File: src/rtl/hzd_pkg.sv
`timescale 1ns/1ps
package hzd_pkg;
  typedef enum logic [1:0] {
    SEL_RF  = 2'b00,
    SEL_MWB = 2'b01,
    SEL_EXM = 2'b10
  } opsel_e;
endpackage

File: src/rtl/hzd_src_cmp.sv
`timescale 1ns/1ps
module hzd_src_cmp
  import hzd_pkg::*;
#(
  parameter int AW = 5
) (
  input  logic [AW-1:0] src,
  input  logic          src_vld,
  input  logic [AW-1:0] ex_rd,
  input  logic          ex_wen,
  input  logic          ex_is_load,
  input  logic [AW-1:0] mem_rd,
  input  logic          mem_wen,
  output logic          ex_hit,
  output logic          mem_hit,
  output logic          load_hit,
  output opsel_e        sel
);
  localparam logic [AW-1:0] ZERO_REG = '0;

  logic live;

  always_comb begin
    live     = src_vld && (src != ZERO_REG);
    ex_hit   = live && ex_wen && (ex_rd == src);
    mem_hit  = live && mem_wen && (mem_rd == src);
    load_hit = ex_hit && ex_is_load;
    if (ex_hit && !ex_is_load) begin
      sel = SEL_EXM;
    end else if (mem_hit) begin
      sel = SEL_MWB;
    end else begin
      sel = SEL_RF;
    end
  end
endmodule

File: src/rtl/hzd_ct_timer.sv
`timescale 1ns/1ps
module hzd_ct_timer #(
  parameter int STALLS = 2
) (
  input  logic clk,
  input  logic rst_n,
  input  logic fire,
  output logic busy
);
  localparam int CW = (STALLS > 1) ? $clog2(STALLS) : 1;
  localparam logic [CW-1:0] RELOAD = CW'(STALLS - 1);

  logic [CW-1:0] cnt_q;
  logic [CW-1:0] cnt_d;
  logic          cnt_en;

  assign busy = (cnt_q != '0);

  always_comb begin
    cnt_en = busy || fire;
    if (busy) begin
      cnt_d = cnt_q - 1'b1;
    end else begin
      cnt_d = RELOAD;
    end
  end

  always_ff @(posedge clk or negedge rst_n) begin
    if (!rst_n) begin
      cnt_q <= '0;
    end else if (cnt_en) begin
      cnt_q <= cnt_d;
    end
  end
endmodule

File: src/rtl/hzd_interlock.sv
`timescale 1ns/1ps
module hzd_interlock
  import hzd_pkg::*;
#(
  parameter int AW        = 5,
  parameter int CT_STALLS = 2
) (
  input  logic          clk,
  input  logic          rst_n,
  input  logic          ct_mode,
  input  logic [AW-1:0] dec_rs1,
  input  logic          dec_rs1_vld,
  input  logic [AW-1:0] dec_rs2,
  input  logic          dec_rs2_vld,
  input  logic [AW-1:0] ex_rd,
  input  logic          ex_wen,
  input  logic          ex_is_load,
  input  logic [AW-1:0] mem_rd,
  input  logic          mem_wen,
  input  logic          mul_busy,
  output logic          front_hold,
  output logic          dx_bubble,
  output logic [1:0]    opa_sel,
  output logic [1:0]    opb_sel
);
  localparam int NSRC = 2;

  logic [AW-1:0] src     [NSRC];
  logic          src_vld [NSRC];
  logic [NSRC-1:0] ex_hit, mem_hit, load_hit;
  opsel_e        sel     [NSRC];

  assign src[0]     = dec_rs1;
  assign src[1]     = dec_rs2;
  assign src_vld[0] = dec_rs1_vld;
  assign src_vld[1] = dec_rs2_vld;

  for (genvar i = 0; i < NSRC; i++) begin : g_src
    hzd_src_cmp #(.AW(AW)) u_cmp (
      .src        (src[i]),
      .src_vld    (src_vld[i]),
      .ex_rd      (ex_rd),
      .ex_wen     (ex_wen),
      .ex_is_load (ex_is_load),
      .mem_rd     (mem_rd),
      .mem_wen    (mem_wen),
      .ex_hit     (ex_hit[i]),
      .mem_hit    (mem_hit[i]),
      .load_hit   (load_hit[i]),
      .sel        (sel[i])
    );
  end

  logic load_use, any_hazard, ct_fire, ct_busy, hold;

  always_comb begin
    load_use   = |load_hit;
    any_hazard = (|ex_hit) || (|mem_hit) || mul_busy;
    ct_fire    = ct_mode && !ct_busy && any_hazard;
    hold       = ct_busy || ct_fire || (!ct_mode && (load_use || mul_busy));
  end

  hzd_ct_timer #(.STALLS(CT_STALLS)) u_timer (
    .clk   (clk),
    .rst_n (rst_n),
    .fire  (ct_fire),
    .busy  (ct_busy)
  );

  assign front_hold = hold;
  assign dx_bubble  = hold;
  assign opa_sel    = sel[0];
  assign opb_sel    = sel[1];
endmodule

File: config.mk
export PLATFORM = sky130hd
export DESIGN_NAME = hzd_interlock
export DESIGN_NICKNAME = d
export VERILOG_FILES = /design/src/rtl/hzd_pkg.sv /design/src/rtl/hzd_src_cmp.sv /design/src/rtl/hzd_ct_timer.sv /design/src/rtl/hzd_interlock.sv
export SDC_FILE = /design/constraint.sdc
export NUM_CORES = 1
export LEC_CHECK = 0
export BUFFER_PORTS_ARGS = -buffer_cell sky130_fd_sc_hd__clkbuf_2
export CAP_MARGIN = 30
export CORE_AREA = 4 4 41 43
export CTS_BUF_LIST = sky130_fd_sc_hd__clkbuf_2 sky130_fd_sc_hd__clkbuf_4 sky130_fd_sc_hd__clkbuf_8
export CTS_CLUSTER_DIAMETER = 40
export DETAILED_ROUTE_END_ITERATION = 8
export DIE_AREA = 0 0 45 47
export PLACE_DENSITY = 0.76
export SLEW_MARGIN = 20
export SYNTH_ARGS = -nofsm -noshare
export SYNTH_HDL_FRONTEND = slang
export SYNTH_SLANG_ARGS = --single-unit
File: constraint.sdc
create_clock -name clk -period 4.7 [get_ports clk]
set_clock_uncertainty 0.2 [all_clocks]
set_input_delay 0.94 -clock clk [delete_from_list [all_inputs] [get_ports clk]]
set_output_delay 0.94 -clock clk [all_outputs]
set_load 0.05 [all_outputs]
==> results.sh, run 1 <==
export IMPL_status="finished clean"
export IMPL_timing_critical_path_to_type="primary output"
export IMPL_powerDensity_nw_per_um2=107
export IMPL_whs_endpoint="u_timer.busy"
export IMPL_n_antenna_cell=0
export IMPL_async_reset_ff_frac=1.00
export IMPL_avgSynthCellArea_um2=7.66
export IMPL_synth_top_flop_cell="dfrtp_1"
export IMPL_coreArea_um2=1300
export IMPL_ir_drop_mv=0.0364
export IMPL_multiInputGateArea_um2=332
export IMPL_path_max_fanout=3
export IMPL_period_minus_slack_ns=3.62
export IMPL_synthesis_area_um2=368
export IMPL_layout_nets=112
export IMPL_r2r_slack_ns=3.74
export IMPL_setup_tns_ns=0
export IMPL_holdBufCountCts=0
export IMPL_hold_depth=2
export IMPL_drtIter0Drc=1
export IMPL_die_area_um2=2120
export IMPL_ant_nets=0
export IMPL_drive_gt1_frac=0.444
export IMPL_dpl_hpwl_mm=1.06
export IMPL_clock_latency_ns=0
export IMPL_cts_resized=0
export IMPL_via_per_inst=4.88
export IMPL_synth_edff_count=0
export IMPL_rr_worst_depth=2
export IMPL_routed_wl_mm=1.09
export IMPL_hold_path_class="reg -> reg"
export IMPL_path_clk_slew_ns=0
export IMPL_synth_seq_cells=1
export IMPL_core_rowCount=13
export IMPL_ios=35
export IMPL_die_w_um=45
export IMPL_antenna_found_initial=0
export IMPL_p_sw_frac=0.461
export IMPL_setup_viol=0
export IMPL_clock_power_share=0
export IMPL_startpoint_type="input pin"
export IMPL_grt_max_degree=5
export IMPL_slew_headroom=0.749
export IMPL_synth_warnings=0
export IMPL_seqPwrFrac=0.162
export IMPL_first_pass_iters=2
export IMPL_drc=0
export IMPL_switchingPower_mw=0.0272
export IMPL_largest_register_ffs=1
export IMPL_grt_pass1_vias=421
export IMPL_min_period_over_period=0.770
export IMPL_crit_type="in -> out"
export IMPL_hold_start="u_timer.busy"
export IMPL_crit_arrival_ns=2.48
export IMPL_finalHoldViolations=0
export IMPL_place_congestion=0.804
export IMPL_ys_types=19
export IMPL_drv_slew=0
export IMPL_via_count=468
export IMPL_netlist_instances=48
export IMPL_dpl_cell_count=96
export IMPL_chipHeight_um=47
export IMPL_reg2reg_from="u_timer.busy"
export IMPL_cts_setup_buffers=0
export IMPL_start_util=0.283
export IMPL_rsz0062_at_grt="false"
export IMPL_r2r_end="u_timer.busy"
export IMPL_port_buffers=34
export IMPL_grt_overflow=0
export IMPL_stdcell_count=96
export IMPL_fill_cells=144
export IMPL_grt_pass1_wl_mm=1.62
export IMPL_worst_slew_pin_slew_ns=0.373
export IMPL_p_int_mw=0.0318
export IMPL_timing_fmax_mhz=276
export IMPL_p_leak_nw=0.256
export IMPL_regArea_um2=25.0
export IMPL_grt_use_total=0.0977
export IMPL_maxCapViolCount=0
export IMPL_ys_seq_area_frac=0.0680
export IMPL_wl_per_cell_um=11.4
export IMPL_pwr_share_comb=0.838
export IMPL_cp_required_ns=3.56
export IMPL_area_growth_pct=49.3
export IMPL_synthesis_nets=77
export IMPL_total_power_mw=0.0590
==> metrics by stage <==
step	setup WS (ns)	cell area, um^2	hold WS, ns	utilization
floorplan	0.102	368	0.323	-
global placement	1.11	549	0.354	0.422
detailed placement	1.09	549	0.349	0.422
CTS	1.08	549	0.350	0.422
global route	0.925	549	0.393	0.422
finish	1.08	549	0.343	0.422
==> area by class of cell <==
type                       count  area share
sequential                     1      0.0456
timing repair buffer          34       0.310
multi-input combinational     45       0.604
inverter                       1     0.00683
tap                           15      0.0342
==> worst max-delay path: stages <==
cell and delay (ns):
clkbuf_2 0.11, xor2_1 0.16, nor4_1 0.32, nand3_1 0.15, o211a_1 0.24, a32oi_1 0.24
clkbuf_2 0.32
==> worst max-delay path by stage <==
| stage | from | endpoint | slack, ns | depth (start not counted) |
|---|---|---|---|---|
| floorplan | ex_rd[3] | opa_sel[0] | 0.10 | 4 |
| global placement | dec_rs1[0] | dx_bubble | 1.11 | 7 |
| detailed placement | dec_rs2[4] | dx_bubble | 1.09 | 7 |
| CTS | dec_rs2[4] | dx_bubble | 1.08 | 7 |
| global route | dec_rs2[4] | front_hold | 0.93 | 7 |
| finish | dec_rs2[4] | dx_bubble | 1.08 | 7 |
==> routing by layer <==
metal / routed length, um / vias up / part of all wire / track usage
met1: 447 / 199 / 0.41 / 0.129
met4: 0 / 0 / 0 / 0
met5: 0 / - / 0 / 0
met3: 129 / 0 / 0.12 / 0.0115
met2: 513 / 26 / 0.47 / 0.181
li1: - / 243 / - / -
==> logic make-up (layout without fill, tap and decap cells) <==
group | count (synthesis) | in the layout | share of synthesized area
AO/OA/AOI/OAI | 6 | 6 | 0.133
XOR/XNOR | 20 | 20 | 0.476
buffers and inverters | 2 | 35 | 0.0306
flip-flops | 1 | 1 | 0.0680
AND/OR/NAND/NOR | 19 | 19 | 0.293
==> power groups by stage <==
stage	combinational, mW	clock (mW)	sequential, mW
finish	0.0494	0	0.00957
detailed placement	0.0499	0	0.00958
CTS	0.0500	0	0.00958
global placement	0.0489	0	0.00959
floorplan	0.0285	0	0.00954
global route	0.0536	0	0.00970
==> synth_stat cells (2+ instances only) <==
library cell | count | area share
xnor2_1 | 12 | 0.29
xor2_1 | 8 | 0.19
nor3_1 | 4 | 0.054
nor4_1 | 4 | 0.068
nand2_1 | 2 | 0.020
nand4_1 | 2 | 0.034
nor2_1 | 2 | 0.020
o21ai_2 | 2 | 0.048
or4_1 | 2 | 0.041
==> cells in the final DEF, fill, tap and decap left out <==
cell type,Yosys,layout
or4_1,2,2
nand3_1,1,1
nor3_1,4,4
o211a_1,1,1
o21ai_0,1,1
clkbuf_2,0,34
nand4b_1,1,1
inv_1,1,1
nand2_1,2,2
nor4_1,4,4
dfrtp_1,1,1
xor2_1,8,8
nor2b_1,1,1
nor2_1,2,2
a21boi_0,1,1
nand4_1,2,2
o21ai_2,2,2
xnor2_1,12,12
a32oi_1,1,1
Power figures use the tool's default switching activity.
==> inputs of run 2 (changes only) <==
- PLACE_DENSITY: 0.76 -> 0.78
- clock period: 4.7 -> 3 ns (I/O delays scaled with it)
==> run 2 against run 1 <==
Against the previous run:
- die area unchanged
- critical path type unchanged
- sequential share of layout area down 0.69 points
- register-to-register slack worse by 1.9 ns
- routed wire length up 22%
- critical path depth unchanged
- critical endpoint unchanged
- first-iteration DRC count rose to 25 times the previous value
==> results.sh, run 2 (synthesis gave the netlist of run 1 again) <==
export IMPL_maxCapViolCount=0
export IMPL_drive_gt1_frac=0.535
export IMPL_largest_register_ffs=1
export IMPL_crit_family="compound AO/OA/AOI/OAI gates"
export IMPL_path_buf_inv=2
export IMPL_pwr_share_comb=0.864
export IMPL_clock_power_share=0
export IMPL_path_clk_slew_ns=0
export IMPL_seqPwrFrac=0.136
export IMPL_hold_path_class="in -> async"
export IMPL_final_cell_mix="32 x clkbuf_2, 12 x xnor2_1, 8 x xor2_1, 5 x buf_4, 3 x nor3_1"
export IMPL_setup_viol=0
export IMPL_timing_fmax_mhz=339
export IMPL_drtIter0Drc=25
export IMPL_worst_slew_pin_slew_ns=0.367
export IMPL_p_int_mw=0.0599
export IMPL_final_common_cell="clkbuf_2"
export IMPL_via_per_inst=5.07
export IMPL_path_max_fanout=3
export IMPL_ant_nets=0
export IMPL_crit_arrival_ns=2.15
export IMPL_drv_slew=0
export IMPL_grt_max_degree=4
export IMPL_start_util=0.283
export IMPL_place_congestion=0.851
export IMPL_grt_pass1_vias=472
export IMPL_startpoint_type="input pin"
export IMPL_place_ws_ns=0.0120
export IMPL_finalHoldViolations=0
export IMPL_antenna_found_initial=0
export IMPL_grt_pass1_wl_mm=1.93
export IMPL_grt_overflow=0
export IMPL_clock_latency_ns=0
export IMPL_ir_drop_mv=0.0667
export IMPL_grt_use_total=0.117
export IMPL_status="finished clean"
export IMPL_powerDensity_nw_per_um2=171
export IMPL_cp_required_ns=2.20
export IMPL_dpl_hpwl_mm=1.24
export IMPL_p_sw_frac=0.458
export IMPL_slowest_stage="or4_4"
export IMPL_first_pass_iters=4
export IMPL_period_minus_slack_ns=2.95
export IMPL_ios=35
export IMPL_chipHeight_um=47
export IMPL_die_w_um=45
export IMPL_area_growth_pct=76.2
export IMPL_timing_critical_path_to_type="primary output"
export IMPL_reg2reg_from="u_timer.busy"
export IMPL_routed_wl_mm=1.33
export IMPL_setup_tns_ns=0
export IMPL_port_buffers=34
export IMPL_critPathMaxStageDelay_ns=0.52
export IMPL_fin_ws_ns=0.0533
export IMPL_rsz0062_at_grt="false"
export IMPL_p_leak_nw=0.294
export IMPL_r2r_slack_ns=1.85
export IMPL_via_count=512
export IMPL_wl_per_cell_um=13.2
export IMPL_rr_worst_depth=2
export IMPL_min_period_over_period=0.982
export IMPL_crit_type="in -> out"
export IMPL_slew_headroom=0.753
export IMPL_switchingPower_mw=0.0507
export IMPL_n_antenna_cell=0
export IMPL_die_area_um2=2120
export IMPL_r2r_end="u_timer.busy"
export IMPL_coreArea_um2=1300
export IMPL_core_rowCount=13
export IMPL_drc=0
export IMPL_path_cells="clkbuf_2 -> or4_4 -> o21ai_2 -> nor3_1 -> o21ai_0 -> a32oi_4 -> buf_6"
export IMPL_layout_nets=117
## run 2: worst register-to-register path, stage by stage, from the launching register on
cell and delay [ns]:
dfrtp_1 0.36, nor2b_1 0.26, a21boi_0 0.24
## run 2: metal layers
metal,vias to the layer above,wire (um),track usage
met3,0,116,0.0153
met1,237,567,0.151
li1,251,-,-
met5,-,0,0
met2,24,645,0.218
met4,0,0,0
## run 2: final cells by class
class | instances | area [um^2]
tap | 15 | 18.8
sequential | 1 | 25.0
multi-input combinational | 45 | 380
timing repair buffer | 39 | 220
inverter | 1 | 3.75
fill | 130 | 653
## run 2: what timing repair did
item	CTS	global route
hold buffers	0	0
setup buffers	0	1
gates resized for setup	0	9
setup endpoints to repair	0	2
## run 2: how the worst max path moves through the flow
stage                           from         end  slack, ns  cells past startpoint
after floorplan             ex_rd[2]  opb_sel[0]      -0.04                      4
after global placement    dec_rs1[3]  front_hold       0.06                      7
after detailed placement  dec_rs1[3]   dx_bubble       0.01                      7
after CTS                 dec_rs1[3]   dx_bubble       0.01                      7
after global routing      dec_rs1[3]   dx_bubble       0.01                      7
final                     dec_rs1[3]   dx_bubble       0.05                      7
## run 2: power by group through the flow
stage | clock network [mW] | registers (mW) | logic [mW]
floorplan | 0 | 0.0149 | 0.0500
global placement | 0 | 0.0150 | 0.0872
detailed placement | 0 | 0.0151 | 0.0892
CTS | 0 | 0.0151 | 0.0895
global route | 0 | 0.0151 | 0.102
finish | 0 | 0.0151 | 0.0955
## run 2: metrics by stage
stage          cells  total power [mW]  instance area, um^2  hold slack, ns   util
3_5_place_dp     100             0.104                  624           0.176  0.480
4_1_cts          100             0.105                  624           0.176  0.480
5_1_grt          101             0.117                  648           0.181  0.498
2_1_floorplan     48            0.0650                  413           0.104      -
3_3_place_gp     100             0.102                  624           0.175  0.480
6_report         101             0.111                  648           0.175  0.498
==> inputs of run 3 (changes only) <==
==> constraint.sdc (replaced) <==
create_clock -name clk -period 3 [get_ports clk]
set_clock_uncertainty 0.2 [all_clocks]
set_input_delay 0.15 -clock clk [delete_from_list [all_inputs] [get_ports clk]]
set_output_delay 0.15 -clock clk [all_outputs]
set_load 0.05 [all_outputs]
==> run 3 against run 2 <==
Against the previous run:
- largest cell class unchanged
- fmax grew 45%
- register-to-register slack better by 0.16 ns
- routed wire length down 9.2%
- via count is 8.2% lower
- sequential power about the same
- worst hold slack better by 0.10 ns
- global-route usage increased by 0.16 points
- final cell count fell by 4.0%
- combinational power decreased by 15%
- sequential share of layout area rose by 0.52 points
- critical path depth stayed put
==> results.sh, run 3 (synthesis gave the netlist of run 1 again) <==
export IMPL_status="finished clean"
export IMPL_slew_headroom=0.757
export IMPL_path_max_fanout=2
export IMPL_start_util=0.283
export IMPL_area_growth_pct=55.4
export IMPL_ir_drop_mv=0.0519
export IMPL_powerDensity_nw_per_um2=168
export IMPL_core_rowCount=13
export IMPL_min_period_over_period=0.678
export IMPL_final_cell_mix="34 x clkbuf_2, 12 x xnor2_1, 8 x xor2_1, 4 x nor3_1"
export IMPL_fill_cells=149
export IMPL_cp_required_ns=2.65
export IMPL_layout_nets=113
export IMPL_grt_max_degree=5
export IMPL_whs_ns=0.278
export IMPL_multiInputGateArea_um2=344
export IMPL_drc=0
export IMPL_via_per_inst=4.85
export IMPL_path_cells="clkbuf_2 -> xor2_1 -> nor4_1 -> nand4b_1 -> o211a_1 -> a32oi_1 -> clkbuf_2"
export IMPL_die_area_um2=2120
export IMPL_ios=35
export IMPL_crit_arrival_ns=1.69
export IMPL_regArea_um2=25.0
export IMPL_chipHeight_um=47
export IMPL_grt_pass1_wl_mm=1.92
export IMPL_ant_nets=0
export IMPL_drive_gt1_frac=0.463
export IMPL_met2_usage=0.223
export IMPL_final_common_cell="clkbuf_2"
export IMPL_critPathMaxStageDelay_ns=0.38
export IMPL_timing_critical_path_to_type="primary output"
export IMPL_place_congestion=0.906
export IMPL_grt_busiest_layer="met2"
export IMPL_met3_usage=0.00383
export IMPL_coreArea_um2=1300
export IMPL_startpoint_type="input pin"
export IMPL_grt_util_met1=0.158
export IMPL_drtIter0Drc=0
export IMPL_grt_pass1_vias=477
export IMPL_timing_fmax_mhz=491
export IMPL_grt_overflow=0
export IMPL_cts_setup_buffers=0
export IMPL_path_common_cell="clkbuf_2"
export IMPL_clock_latency_ns=0
export IMPL_slowest_stage="nor4_1"
export IMPL_die_w_um=45
export IMPL_crit_type="in -> out"
export IMPL_maxCapViolCount=0
export IMPL_port_buffers=34
export IMPL_holdBufCountCts=1
export IMPL_setup_tns_ns=0
export IMPL_crit_family="simple AND/OR/NAND/NOR gates"
export IMPL_grt_use_total=0.118
export IMPL_largest_register_ffs=1
export IMPL_rsz0062_at_grt="false"
export IMPL_worst_slew_pin_slew_ns=0.362
export IMPL_dpl_hpwl_mm=1.12
export IMPL_drv_slew=0
export IMPL_setup_viol=0
export IMPL_wl_per_cell_um=12.4
export IMPL_n_antenna_cell=0
export IMPL_hold_path_class="in -> async"
export IMPL_path_clk_slew_ns=0
export IMPL_path_buf_inv=2
export IMPL_finalHoldViolations=0
export IMPL_via_count=470
export IMPL_antenna_found_initial=0
export IMPL_p_leak_nw=0.261
export IMPL_period_minus_slack_ns=2.04
export IMPL_first_pass_iters=1
export IMPL_routed_wl_mm=1.21
export IMPL_cts_resized=0
[run 3: cell type report]
type	instances	area share
sequential	1	0.0438
timing repair buffer	35	0.315
tap	15	0.0328
multi-input combinational	45	0.602
inverter	1	0.00656
[run 3: worst register-to-register path, delay by kind of cell (launching register included)]
family / cells / cell delay [ns]
AO/OA/AOI/OAI: 1 / 0.20
flip-flops: 1 / 0.36
AND/OR/NAND/NOR: 1 / 0.15
[run 3: stage by stage]
| step | total power [mW] | instance area, um^2 | std cells | util | worst slack (ns) |
|---|---|---|---|---|---|
| after detailed placement | 0.0950 | 562 | 96 | 0.432 | 0.987 |
| after CTS | 0.0964 | 572 | 97 | 0.439 | 0.980 |
| final | 0.0961 | 572 | 97 | 0.439 | 0.965 |
| after global placement | 0.0931 | 562 | 96 | 0.432 | 1.02 |
| after floorplan | 0.0605 | 380 | 48 | - | 0.477 |
| after global routing | 0.104 | 572 | 97 | 0.439 | 0.845 |
[run 3: layer usage]
layer	vias up	share of wire	wire, um
met2	18	0.49	587
met5	-	0	0
met4	0	0	0
met3	0	0.064	77
met1	207	0.45	541
li1	245	-	-
[run 3: report_power, final]
group	switching [mW]	leakage [nW]	internal, mW
sequential	0.000468	0.0131	0.0146
combinational	0.0448	0.248	0.0362
clock	0	0	0
total	0.0452	0.261	0.0508
[run 3: final timing paths]
path | from | end | slack (ns) | depth (start not counted)
max | mem_rd[3] | front_hold | 0.96 | 7
min | rst_n | u_timer.busy | 0.28 | 2
max reg2reg | u_timer.busy | u_timer.busy | 2.01 | 2
min reg2reg | u_timer.busy | u_timer.busy | 0.36 | 2
max in group asynchronous | rst_n | u_timer.busy | 2.23 | 2
min in group clk | ct_mode | u_timer.busy | 0.34 | 3
